$ cat config.mk
export PLATFORM = sky130hd
export DESIGN_NAME = refclk_selector
export DESIGN_NICKNAME = d
export VERILOG_FILES = /design/src/rtl/refsel_pkg.sv /design/src/rtl/refsel_regbank.sv /design/src/rtl/refsel_pick.sv /design/src/rtl/refclk_selector.sv
export SDC_FILE = /design/constraint.sdc
export NUM_CORES = 1
export LEC_CHECK = 0
export BUFFER_PORTS_ARGS = -buffer_cell sky130_fd_sc_hd__clkbuf_2
export CAP_MARGIN = 20
export CORE_MARGIN = 5
export CORE_UTILIZATION = 61
export CTS_CLUSTER_SIZE = 30
export DETAILED_ROUTE_END_ITERATION = 6
export PLACE_DENSITY = 0.86
export SLEW_MARGIN = 0
export SYNTH_ARGS = -nofsm -noshare
export SYNTH_HDL_FRONTEND = slang
export SYNTH_SLANG_ARGS = --single-unit
$ cat constraint.sdc
create_clock -name clk -period 7.2 [get_ports clk]
set_clock_uncertainty 0.1 [all_clocks]
set_input_delay 0.36 -clock clk [delete_from_list [all_inputs] [get_ports clk]]
set_output_delay 0.36 -clock clk [all_outputs]
set_load 0.005 [all_outputs]
$ cat src/rtl/refsel_pkg.sv
package refsel_pkg;
    localparam int NUM_IN    = 5;
    localparam int NUM_PATH  = 2;
    localparam int PRI_W     = 4;
    localparam int CODE_W    = 4;
    localparam int IDX_W     = $clog2(NUM_IN + 1);
    localparam int ADDR_W    = 4;
    localparam int DATA_W    = 8;
    localparam int ADDR_CTRL  = 0;
    localparam int ADDR_FORCE = 1;
    localparam int ADDR_PRI0  = 2;

    typedef enum logic {MODE_AUTO = 1'b0, MODE_FORCED = 1'b1} mode_e;

    typedef struct packed {
        logic [IDX_W-1:0] idx;
        logic             none;
    } pick_t;

    function automatic pick_t forced_pick(logic [CODE_W-1:0] code);
        pick_t r;
        if (code != '0 && int'(code) <= NUM_IN) begin
            r.idx  = IDX_W'(code);
            r.none = 1'b0;
        end else begin
            r.idx  = '0;
            r.none = 1'b1;
        end
        return r;
    endfunction

    function automatic pick_t auto_pick(logic [NUM_IN-1:0] q,
                                        logic [NUM_IN*PRI_W-1:0] pri);
        pick_t r;
        logic [PRI_W-1:0] best;
        logic [PRI_W-1:0] cur;
        r.idx  = '0;
        r.none = 1'b1;
        best   = '1;
        for (int i = 0; i < NUM_IN; i++) begin
            cur = pri[i*PRI_W +: PRI_W];
            if (q[i] && cur != '0 && (r.none || cur < best)) begin
                r.idx  = IDX_W'(i + 1);
                r.none = 1'b0;
                best   = cur;
            end
        end
        return r;
    endfunction
endpackage

$ cat src/rtl/refsel_regbank.sv
module refsel_regbank
    import refsel_pkg::*;
#(
    parameter int N_IN   = NUM_IN,
    parameter int N_PATH = NUM_PATH,
    parameter int PW     = PRI_W,
    parameter int CW     = CODE_W,
    parameter int AW     = ADDR_W,
    parameter int DW     = DATA_W
) (
    input  logic                           clk,
    input  logic                           rst,
    input  logic                           we,
    input  logic [AW-1:0]                  addr,
    input  logic [DW-1:0]                  wdata,
    output logic [DW-1:0]                  rdata,
    output mode_e [N_PATH-1:0]             mode_o,
    output logic [N_PATH-1:0][CW-1:0]      code_o,
    output logic [N_PATH-1:0][N_IN*PW-1:0] pri_o
);
    logic                           steer_q;
    mode_e [N_PATH-1:0]             mode_q;
    logic [N_PATH-1:0][CW-1:0]      code_q;
    logic [N_PATH-1:0][N_IN*PW-1:0] pri_q;

    always_ff @(posedge clk) begin
        if (rst) begin
            steer_q <= 1'b0;
            mode_q  <= {N_PATH{MODE_AUTO}};
            code_q  <= '0;
            pri_q   <= '0;
        end else if (we) begin
            if (addr == AW'(ADDR_CTRL)) begin
                steer_q <= wdata[0];
                for (int p = 0; p < N_PATH; p++)
                    mode_q[p] <= mode_e'(wdata[1+p]);
            end
            if (addr == AW'(ADDR_FORCE)) begin
                for (int p = 0; p < N_PATH; p++)
                    code_q[p] <= wdata[p*CW +: CW];
            end
            for (int i = 0; i < N_IN; i++) begin
                if (addr == AW'(ADDR_PRI0 + i))
                    pri_q[steer_q][i*PW +: PW] <= wdata[PW-1:0];
            end
        end
    end

    always_comb begin
        rdata = '0;
        if (addr == AW'(ADDR_CTRL)) begin
            rdata[0] = steer_q;
            for (int p = 0; p < N_PATH; p++)
                rdata[1+p] = mode_q[p];
        end
        if (addr == AW'(ADDR_FORCE)) begin
            for (int p = 0; p < N_PATH; p++)
                rdata[p*CW +: CW] = code_q[p];
        end
        for (int i = 0; i < N_IN; i++) begin
            if (addr == AW'(ADDR_PRI0 + i))
                rdata[PW-1:0] = pri_q[steer_q][i*PW +: PW];
        end
    end

    assign mode_o = mode_q;
    assign code_o = code_q;
    assign pri_o  = pri_q;

    // defaults right after reset
    assert_reset_defaults_R10: assert property (@(posedge clk) disable iff (rst)
        $past(rst) |-> (steer_q == 1'b0 && mode_q == '0 && pri_q == '0 && code_q == '0));

    // unmapped writes leave the bank untouched
    assert_unmapped_ignored_R11: assert property (@(posedge clk) disable iff (rst)
        (we && int'(addr) >= ADDR_PRI0 + N_IN) |=>
            ($stable(steer_q) && $stable(mode_q) && $stable(code_q) && $stable(pri_q)));

    // a window write leaves the non-steered set unchanged
    assert_steer_isolation_R2: assert property (@(posedge clk) disable iff (rst)
        (we && !steer_q && int'(addr) >= ADDR_PRI0) |=> $stable(pri_q[1]));
endmodule

$ cat src/rtl/refsel_pick.sv
module refsel_pick
    import refsel_pkg::*;
#(
    parameter int N_IN = NUM_IN,
    parameter int PW   = PRI_W,
    parameter int CW   = CODE_W,
    parameter int IW   = IDX_W
) (
    input  logic                 clk,
    input  logic                 rst,
    input  mode_e                mode_i,
    input  logic [CW-1:0]        code_i,
    input  logic [N_IN*PW-1:0]   pri_i,
    input  logic [N_IN-1:0]      qual_i,
    output logic [IW-1:0]        idx_o,
    output logic                 none_o
);
    pick_t nxt;

    always_comb begin
        if (mode_i == MODE_FORCED) nxt = forced_pick(code_i);
        else                       nxt = auto_pick(qual_i, pri_i);
    end

    always_ff @(posedge clk) begin
        if (rst) begin
            idx_o  <= '0;
            none_o <= 1'b1;
        end else begin
            idx_o  <= nxt.idx;
            none_o <= nxt.none;
        end
    end

    // none flag always pairs with index 0, and a nonzero index with a low flag
    assert_none_zero_idx_R8: assert property (@(posedge clk) disable iff (rst)
        none_o == (idx_o == '0));

    // valid forced code appears one cycle later
    assert_forced_follows_R3: assert property (@(posedge clk) disable iff (rst)
        (mode_i == MODE_FORCED && code_i != '0 && int'(code_i) <= N_IN)
            |=> (!none_o && int'(idx_o) == int'($past(code_i))));

    // invalid forced code gives none
    assert_forced_bad_code_R4: assert property (@(posedge clk) disable iff (rst)
        (mode_i == MODE_FORCED && (code_i == '0 || int'(code_i) > N_IN)) |=> none_o);

    // automatic choice was qualified one cycle before
    assert_auto_qualified_R5: assert property (@(posedge clk) disable iff (rst)
        (mode_i == MODE_AUTO) |=>
            (none_o || ((($past(qual_i) >> (idx_o - IW'(1))) & N_IN'(1)) != '0)));
endmodule

$ cat src/rtl/refclk_selector.sv
module refclk_selector
    import refsel_pkg::*;
#(
    parameter int N_IN   = NUM_IN,
    parameter int N_PATH = NUM_PATH,
    parameter int PW     = PRI_W,
    parameter int CW     = CODE_W,
    parameter int IW     = IDX_W,
    parameter int AW     = ADDR_W,
    parameter int DW     = DATA_W
) (
    input  logic                       clk,
    input  logic                       rst,
    input  logic                       cfg_we,
    input  logic [AW-1:0]              cfg_addr,
    input  logic [DW-1:0]              cfg_wdata,
    output logic [DW-1:0]              cfg_rdata,
    input  logic [N_IN-1:0]            ref_ok,
    output logic [N_PATH-1:0][IW-1:0]  sel_idx,
    output logic [N_PATH-1:0]          sel_none
);
    mode_e [N_PATH-1:0]             mode_w;
    logic [N_PATH-1:0][CW-1:0]      code_w;
    logic [N_PATH-1:0][N_IN*PW-1:0] pri_w;

    refsel_regbank #(
        .N_IN(N_IN), .N_PATH(N_PATH), .PW(PW), .CW(CW), .AW(AW), .DW(DW)
    ) bank_i (
        .clk(clk), .rst(rst), .we(cfg_we), .addr(cfg_addr), .wdata(cfg_wdata),
        .rdata(cfg_rdata), .mode_o(mode_w), .code_o(code_w), .pri_o(pri_w)
    );

    for (genvar p = 0; p < N_PATH; p++) begin : g_path
        refsel_pick #(.N_IN(N_IN), .PW(PW), .CW(CW), .IW(IW)) pick_i (
            .clk(clk), .rst(rst), .mode_i(mode_w[p]), .code_i(code_w[p]),
            .pri_i(pri_w[p]), .qual_i(ref_ok),
            .idx_o(sel_idx[p]), .none_o(sel_none[p])
        );
    end
endmodule

==> metrics, run 1 <==
largest cells by area after synthesis=dfxtp_1 (28%), mux2i_1 (11%), nor2_1 (5.9%); Synthesized Nets=between 500 and 600; Net Switching=about 0.19 mW; Worst Path Arrival=6890 ps; proportion of synthesized area in mux cells=15.0%; routed vias=roughly 4000; Reg2Reg Depth=32; Area Growth Syn to Fin=9.84%; Reg-to-Reg Start=bank_i.pri_o[0]; share of layout cells above drive strength 1=approximately 17%; min-delay src=cfg_wdata[7]; worst-margin pin slew=~1100 ps; total gr overflow=0; Power Total=between 0.7 and 0.8 mW; die extent in x=roughly 93 um; crit path max-delay cell type=o41ai_4; Post-Synth Simple-Gate Area=around 22%; Post-Route M1 WL=between 4000 and 5000 um; pre-CTS setup slack=~150 ps; 1st-pass router iterations=6; # setup viols final=0; crit path launch type=flop; top cell type's share of synthesized area=roughly 28%; Fmax=between 100 and 150 MHz; die height=around 93 um; I/O pin count=36; GP Congestion=between 0.9 and 1; Post-DP HPWL=8560 um; Mapped Avg Cell Area=between 8 and 9 sq um; Final Util=between 60% and 70%; core area=slightly below 0.007 sq mm; H-tree Lvls=3; per-cell routed wire length=around 18 um; Post-synth EDFFs=0; hold worst-path end=bank_i.code_o[7]; vias per cell=6.46; Setup TNS=0 ps; Root Driver=clkbuf_8; synthesized flop and latch total=59; combinational power share=a little over a tenth; nets@finish=579; register area=0.00118 sq mm; initial detailed-routing violation count=382; pwr/cell area=around 160 mW/mm^2; initial cell density of the core=62.3%; largest family of logic cells by synthesized area=compound AO/OA/AOI/OAI gates; Synth async-reset ratio=0%; Finished Layout Cells=between 600 and 700; antenna-violating nets left=0; initial antenna violation count=0; Min Hold Slack=between 150 and 200 ps; Syn Inst Count=between 500 and 600; Critical Path RT=~7300 ps; worst hold stages=3; largest net degree at the start of global routing=63; CTS Buffer Depth=2; most frequent cells in the layout=nor2_1 (66), dfxtp_1 (59), nand2_1 (51), mux2i_1 (46), a21oi_1 (41); Synth Area in XOR/XNOR=0%; Ant. Diodes=0; DR DRC count=0; Yosys cell types=72; fin crit period=6750 ps; reg-to-reg slack, setup=450 ps; Max FO, Critical Path=9; hold crit path type=in2reg; Post-Synth Adder-Cell Area=approximately 5.0%; max cap viols=0; first-pass GRT wire length=between 15000 and 20000 um; Max Used Layer=met4; complex-gate fraction of the synthesized area=between 20 and 30%; port bufs=35; fillers=approximately 540; clk sink count=59; DR WL met3=just under 700 um; dominant synthesized flop cell=dfxtp_1; clock share of power=between 40% and 50%; clock-pin slew on the worst setup and hold paths=about 70 ps; CP Capture Type=flop; total track usage=around 27%; maximum vdd ir drop=roughly 0.14 mV; synth warn=0; register area share after synthesis=between 20 and 30%; Slew HR=29.0%; dpl cells=610; switching share of power=about a quarter; row cnt=30; Final Hold Vio Count=0; area taken by multi-input logic gates=between 0.002 and 0.003 sq mm; vias in the first global route=3815; design area=around 0.0046 sq mm; reg-to-reg endpoint=g_path[0].pick_i.idx_o[1]; die area=approximately 0.0087 sq mm; P_int=roughly 0.54 mW; final period utilization=93.8%; max-slew violation count=0; sequential fraction of design power=between 40 and 50%; clk_lat worst skew=approximately 340 ps; TritonCTS Buffers=9; CTS tree=yes; outcome=complete, no violations; dpl cell area=approximately 0.0044 sq mm; CTS Hold Bufs=0; leakage power figure=1.90 nW; WS Path Type=reg2reg; commonest non-fill, non-tap cell in the layout=nor2_1; Routed WL=approximately 11000 um; Setup WS post-layout=450 ps; met2 wire len=5410 um; Mapped Area=between 0.004 and 0.005 sq mm; Yosys top cell by area=dfxtp_1; Largest stage delay, worst path=470 ps
==> flip-flops by register name (all words and copies together) (netlist names) <==
| name | cells |
|---|---|
| g_path.pick_i.none_o | 2 |
| bank_i.mode_o | 2 |
| bank_i.code_o | 8 |
| bank_i.steer_q | 1 |
| g_path.pick_i.idx_o | 6 |
| bank_i.pri_o | 40 |
==> final cells by class <==
class,count,share of cell area [%]
multi-input combinational,421,62.4
sequential,59,25.5
timing repair buffer,39,4.44
clock buffer,11,3.27
tap,80,2.16
clock inverter,4,1.08
inverter,13,1.06
==> kinds of logic after synthesis <==
kind of cell | after synthesis
compound gates | 153
fa+ha+maj | 17
buf+inv | 41
flops | 59
mux | 58
simple gates | 193
==> power by group through the flow <==
stage / sequential [mW] / combinational (mW) / clock [mW]
5_1_grt: 0.335 / 0.0854 / 0.328
3_5_place_dp: 0.342 / 0.0748 / 0
6_report: 0.335 / 0.0779 / 0.308
2_1_floorplan: 0.340 / 0.0528 / 0
4_1_cts: 0.335 / 0.0754 / 0.308
3_3_place_gp: 0.342 / 0.0734 / 0
==> timing repair <==
action	CTS	global route
endpoints found under the setup margin	0	6
buffers inserted	0	1
gates resized for setup	0	7
==> Yosys cell counts (3+ instances only) <==
cell type,number
o311ai_0,3
nand2b_1,8
or2_2,5
nor2b_1,6
nor2_1,66
o22ai_1,5
a21oi_1,41
nor3_1,8
inv_1,13
ha_1,16
a31oi_1,8
nand4b_1,3
a21o_1,5
mux2_2,8
and2_1,7
o41ai_1,8
nand3_1,15
o221a_2,3
mux2i_1,47
nand3b_1,3
a2111o_1,3
o31ai_1,6
nand2_1,52
o21ai_0,32
or3_1,4
dfxtp_1,59
and3_1,3
o21a_1,5
clkbuf_1,21
a31o_2,3
==> metal layers <==
layer  global-route usage [%]  vias up
met5                        0        -
met4                     11.4        0
met3                     3.94       32
met2                     44.5      138
met1                     35.4     1885
li1                         -     1996
==> worst max-delay path, delay by kind of cell, from the launching register on <==
kind | cells | cell delay [ps]
DFF | 1 | 410
adders and majority gates | 4 | 1110
AOI/OAI and AO/OA | 15 | 2950
and+or+nand+nor | 12 | 1980
buffers and inverters | 1 | 70
==> worst max path at each step <==
stage	startpoint	end	slack, ps	depth (start not counted)
after global placement	bank_i.pri_o[0]	g_path[0].pick_i.idx_o[1]	410	33
after floorplan	bank_i.pri_o[1]	g_path[0].pick_i.idx_o[1]	840	34
final	bank_i.pri_o[0]	g_path[0].pick_i.idx_o[1]	450	32
after detailed placement	bank_i.pri_o[0]	g_path[0].pick_i.idx_o[1]	150	32
after CTS	bank_i.pri_o[0]	g_path[0].pick_i.idx_o[1]	130	32
after global routing	bank_i.pri_o[0]	g_path[0].pick_i.idx_o[1]	-30	33
Note: power is estimated with default switching activity, not from simulation.
==> run 2: changes to the inputs <==
ABC_AREA = 1   (was not set)
CORE_UTILIZATION = 54   (was 61)
PLACE_DENSITY = 0.81   (was 0.86)
clock period = 5.54 ns   (was 7.2 ns; I/O delays follow)
==> metrics, run 2 <==
1st-pass router iterations=5 (-1); Largest register FFs=40 (unchanged); die area=0.00904 sq mm (+4.4%); max cap viols=0 (unchanged); clock share of power=38.2% (-4.5 points); Top delay family on crit path=simple AND/OR/NAND/NOR gates; H-tree Lvls=3 (unchanged); CP Capture Type=flop; Mapped Avg Cell Area=6.52 sq um (-19%); Mapped Area=0.00391 sq mm (-7.1%); Reg-to-Reg Start=bank_i.pri_o[3]; Post-DP HPWL=7850 um (-8.3%); Min Hold Slack=142 ps (-14.0 ps); register area share after synthesis=30.2% (+2.1 points); combinational power share=12.1% (+1.3 points); fillers=688 (+27%); vias per cell=5.48 (-15%); crit path launch type=flop; share of layout cells above drive strength 1=15.8% (-0.79 points); dpl cells=715 (+17%); total track usage=24.6% (-2.4 points); Final Hold Vio Count=0 (unchanged); Syn Inst Count=600 (+15%); per-cell routed wire length=14.1 um (-22%); most frequent cells after synthesis=nand2_1 (132), inv_1 (84), o21ai_0 (68); initial detailed-routing violation count=233 (-39%); Ant. Diodes=0 (unchanged); Worst Path Arrival=4960 ps (-1930 ps); maximum vdd ir drop=0.136 mV (-4.3%); initial cell density of the core=54.8% (-7.5 points); row cnt=31 (+3.3%); top cell type's share of synthesized area=30.2% (+2.1 points); switching share of power=27.6% (+1.8 points); count leader, synth=nand2_1; WS Path Type=reg2reg; worst-margin pin slew=916 ps (-147 ps); clk sink count=59 (unchanged); dominant synthesized flop cell=dfxtp_1; first-pass GRT wire length=17300 um (-8.1%); Largest stage delay, worst path=400 ps (-70 ps); Synthesized Nets=636 (+14%); reg-to-reg endpoint=g_path[0].pick_i.idx_o[0]; unrepaired setup endpoints after global routing=false; synth warn=0 (unchanged); fin crit period=4780 ps (-1970 ps); largest net degree at the start of global routing=27 (-57%); port bufs=35 (unchanged); Net Switching=0.243 mW (+31%); Fmax=209 MHz (+41%); Root Driver=clkbuf_8; total gr overflow=0 (unchanged); CTS Buffer Depth=2 (unchanged); reg-to-reg slack, setup=760 ps (+310 ps); pwr/cell area=204 mW/mm^2 (+31%); die extent in x=95.1 um (+2.2%); Area Growth Syn to Fin=10.5%; outcome=complete, no violations; sequential fraction of design power=49.8% (+3.3 points); hold crit path type=in2reg; final period utilization=86.3% (-7.4 points); Critical Path RT=5720 ps (-1620 ps); CTS Hold Bufs=0 (unchanged); routed vias=4003 (-1.2%); Post-synth EDFFs=0 (unchanged); core area=0.00714 sq mm (+5.6%); most frequent cells in the layout=nand2_1 (132), inv_1 (84), o21ai_0 (68), a21oi_1 (65), dfxtp_1 (59); Synth async-reset ratio=0% (unchanged); largest cells by area after synthesis=dfxtp_1 (30%), nand2_1 (13%), o21ai_0 (8.7%); Post-CTS Setup Repair Bufs=0 (unchanged); clk_lat worst skew=330 ps (about the same); Yosys top cell by area=dfxtp_1; Power Total=0.879 mW (+22%); # setup viols final=0 (unchanged); die height=95.1 um (+2.2%); nets@finish=663 (+15%); CTS resizes=0 (unchanged); GP Congestion=1.01 (+4.9%); initial antenna violation count=0 (unchanged); CTS tree=yes; worst path bufs/invs=2 (+1); leakage power figure=1.98 nW (+4.2%); antenna-violating nets left=0 (unchanged); min-delay src=cfg_wdata[6]; DR DRC count=0 (unchanged); Reg2Reg Depth=34 (+6.3%); max-slew violation count=0 (unchanged); commonest non-fill, non-tap cell in the layout=nand2_1; synthesized flop and latch total=59 (unchanged); clock-pin slew on the worst setup and hold paths=70 ps (about the same); worst hold stages=3 (unchanged); I/O pin count=36 (unchanged); vias in the first global route=3729 (-2.3%); Top cell by count, worst path=nand2_1; Slew HR=37.3% (+8.3 points); TritonCTS Buffers=9 (unchanged); Yosys cell types=31 (-57%); Max FO, Critical Path=10 (+1); P_int=0.637 mW (+19%); Routed WL=10300 um (-9.6%); hold worst-path end=bank_i.code_o[6]; Finished Layout Cells=730 (+16%); Setup TNS=0 ps (unchanged); crit path max-delay cell type=dfxtp_1
run 2: changes by cell type after synthesis, moves of 7 or more:
cell	change
a21oi_1	+24
and2_1	-7
inv_1	+71
mux2_2	-8
mux2i_1	-46
nand2_1	+80
nand2_2	+17
nand2_4	+12
nand2b_1	-8
nand3_1	+21
nor2_1	-31
o21ai_0	+36
o41ai_1	-8
run 2: stage by stage:
step / util [%] / area (sq um) / worst slack [ps]
2_1_floorplan: - / 3910 / 1410
3_3_place_gp: 57.8 / 4130 / 979
3_5_place_dp: 58.2 / 4150 / 807
4_1_cts: 60.6 / 4320 / 789
5_1_grt: 60.6 / 4320 / 314
6_report: 60.6 / 4320 / 758
run 2: worst max path at each step:
stage | startpoint | to | slack, ps | cells past startpoint
2_1_floorplan | bank_i.pri_o[2] | g_path[0].pick_i.idx_o[0] | 1410 | 35
3_3_place_gp | bank_i.pri_o[21] | g_path[1].pick_i.idx_o[0] | 980 | 33
3_5_place_dp | ref_ok[0] | g_path[0].pick_i.idx_o[0] | 810 | 33
4_1_cts | bank_i.pri_o[1] | g_path[0].pick_i.idx_o[0] | 790 | 34
5_1_grt | bank_i.pri_o[1] | g_path[0].pick_i.idx_o[0] | 310 | 34
6_report | bank_i.pri_o[3] | g_path[0].pick_i.idx_o[0] | 760 | 34
run 2: final cells by class:
cell class,instances,area [sq um],share of cell area (%)
Multi-Input combinational cell,435,2320,53.7
Sequential cell,59,1180,27.3
Inverter,86,325,7.53
Timing Repair Buffer,36,203,4.69
Clock buffer,10,138,3.18
Tap cell,99,124,2.87
Clock inverter,5,30.0,0.695
run 2: layer usage:
| layer | up-vias | share of wire [%] | GRT usage, % |
|---|---|---|---|
| met1 | 1791 | 45 | 32.0 |
| met4 | 0 | 2.5 | 8.89 |
| met5 | - | 0 | 0 |
| met2 | 154 | 44 | 39.1 |
| met3 | 21 | 8.6 | 6.71 |
| li1 | 2037 | - | - |
run 2: worst reg2reg max path: cells and delay by family, from the launching register on:
family | cells | cell delay, ps
DFF | 1 | 400
AOI/OAI and AO/OA | 7 | 1350
adders and majority gates | 4 | 1150
and+or+nand+nor | 21 | 1580
buffers and inverters | 2 | 110
run 2: cells by family after synthesis:
logic type,Yosys count,synth area share (%)
compound gates,164,23.6
fa+ha+maj,16,5.12
buf+inv,106,10.5
flops,59,30.2
mux,1,0.256
simple gates,254,30.4
run 2: power by group through the flow:
stage          logic (mW)  registers [mW]  clock network, mW
6_report            0.106           0.438              0.336
5_1_grt             0.120           0.438              0.364
4_1_cts             0.105           0.437              0.341
3_5_place_dp        0.105           0.447                  0
3_3_place_gp       0.0990           0.447                  0
2_1_floorplan      0.0749           0.444                  0
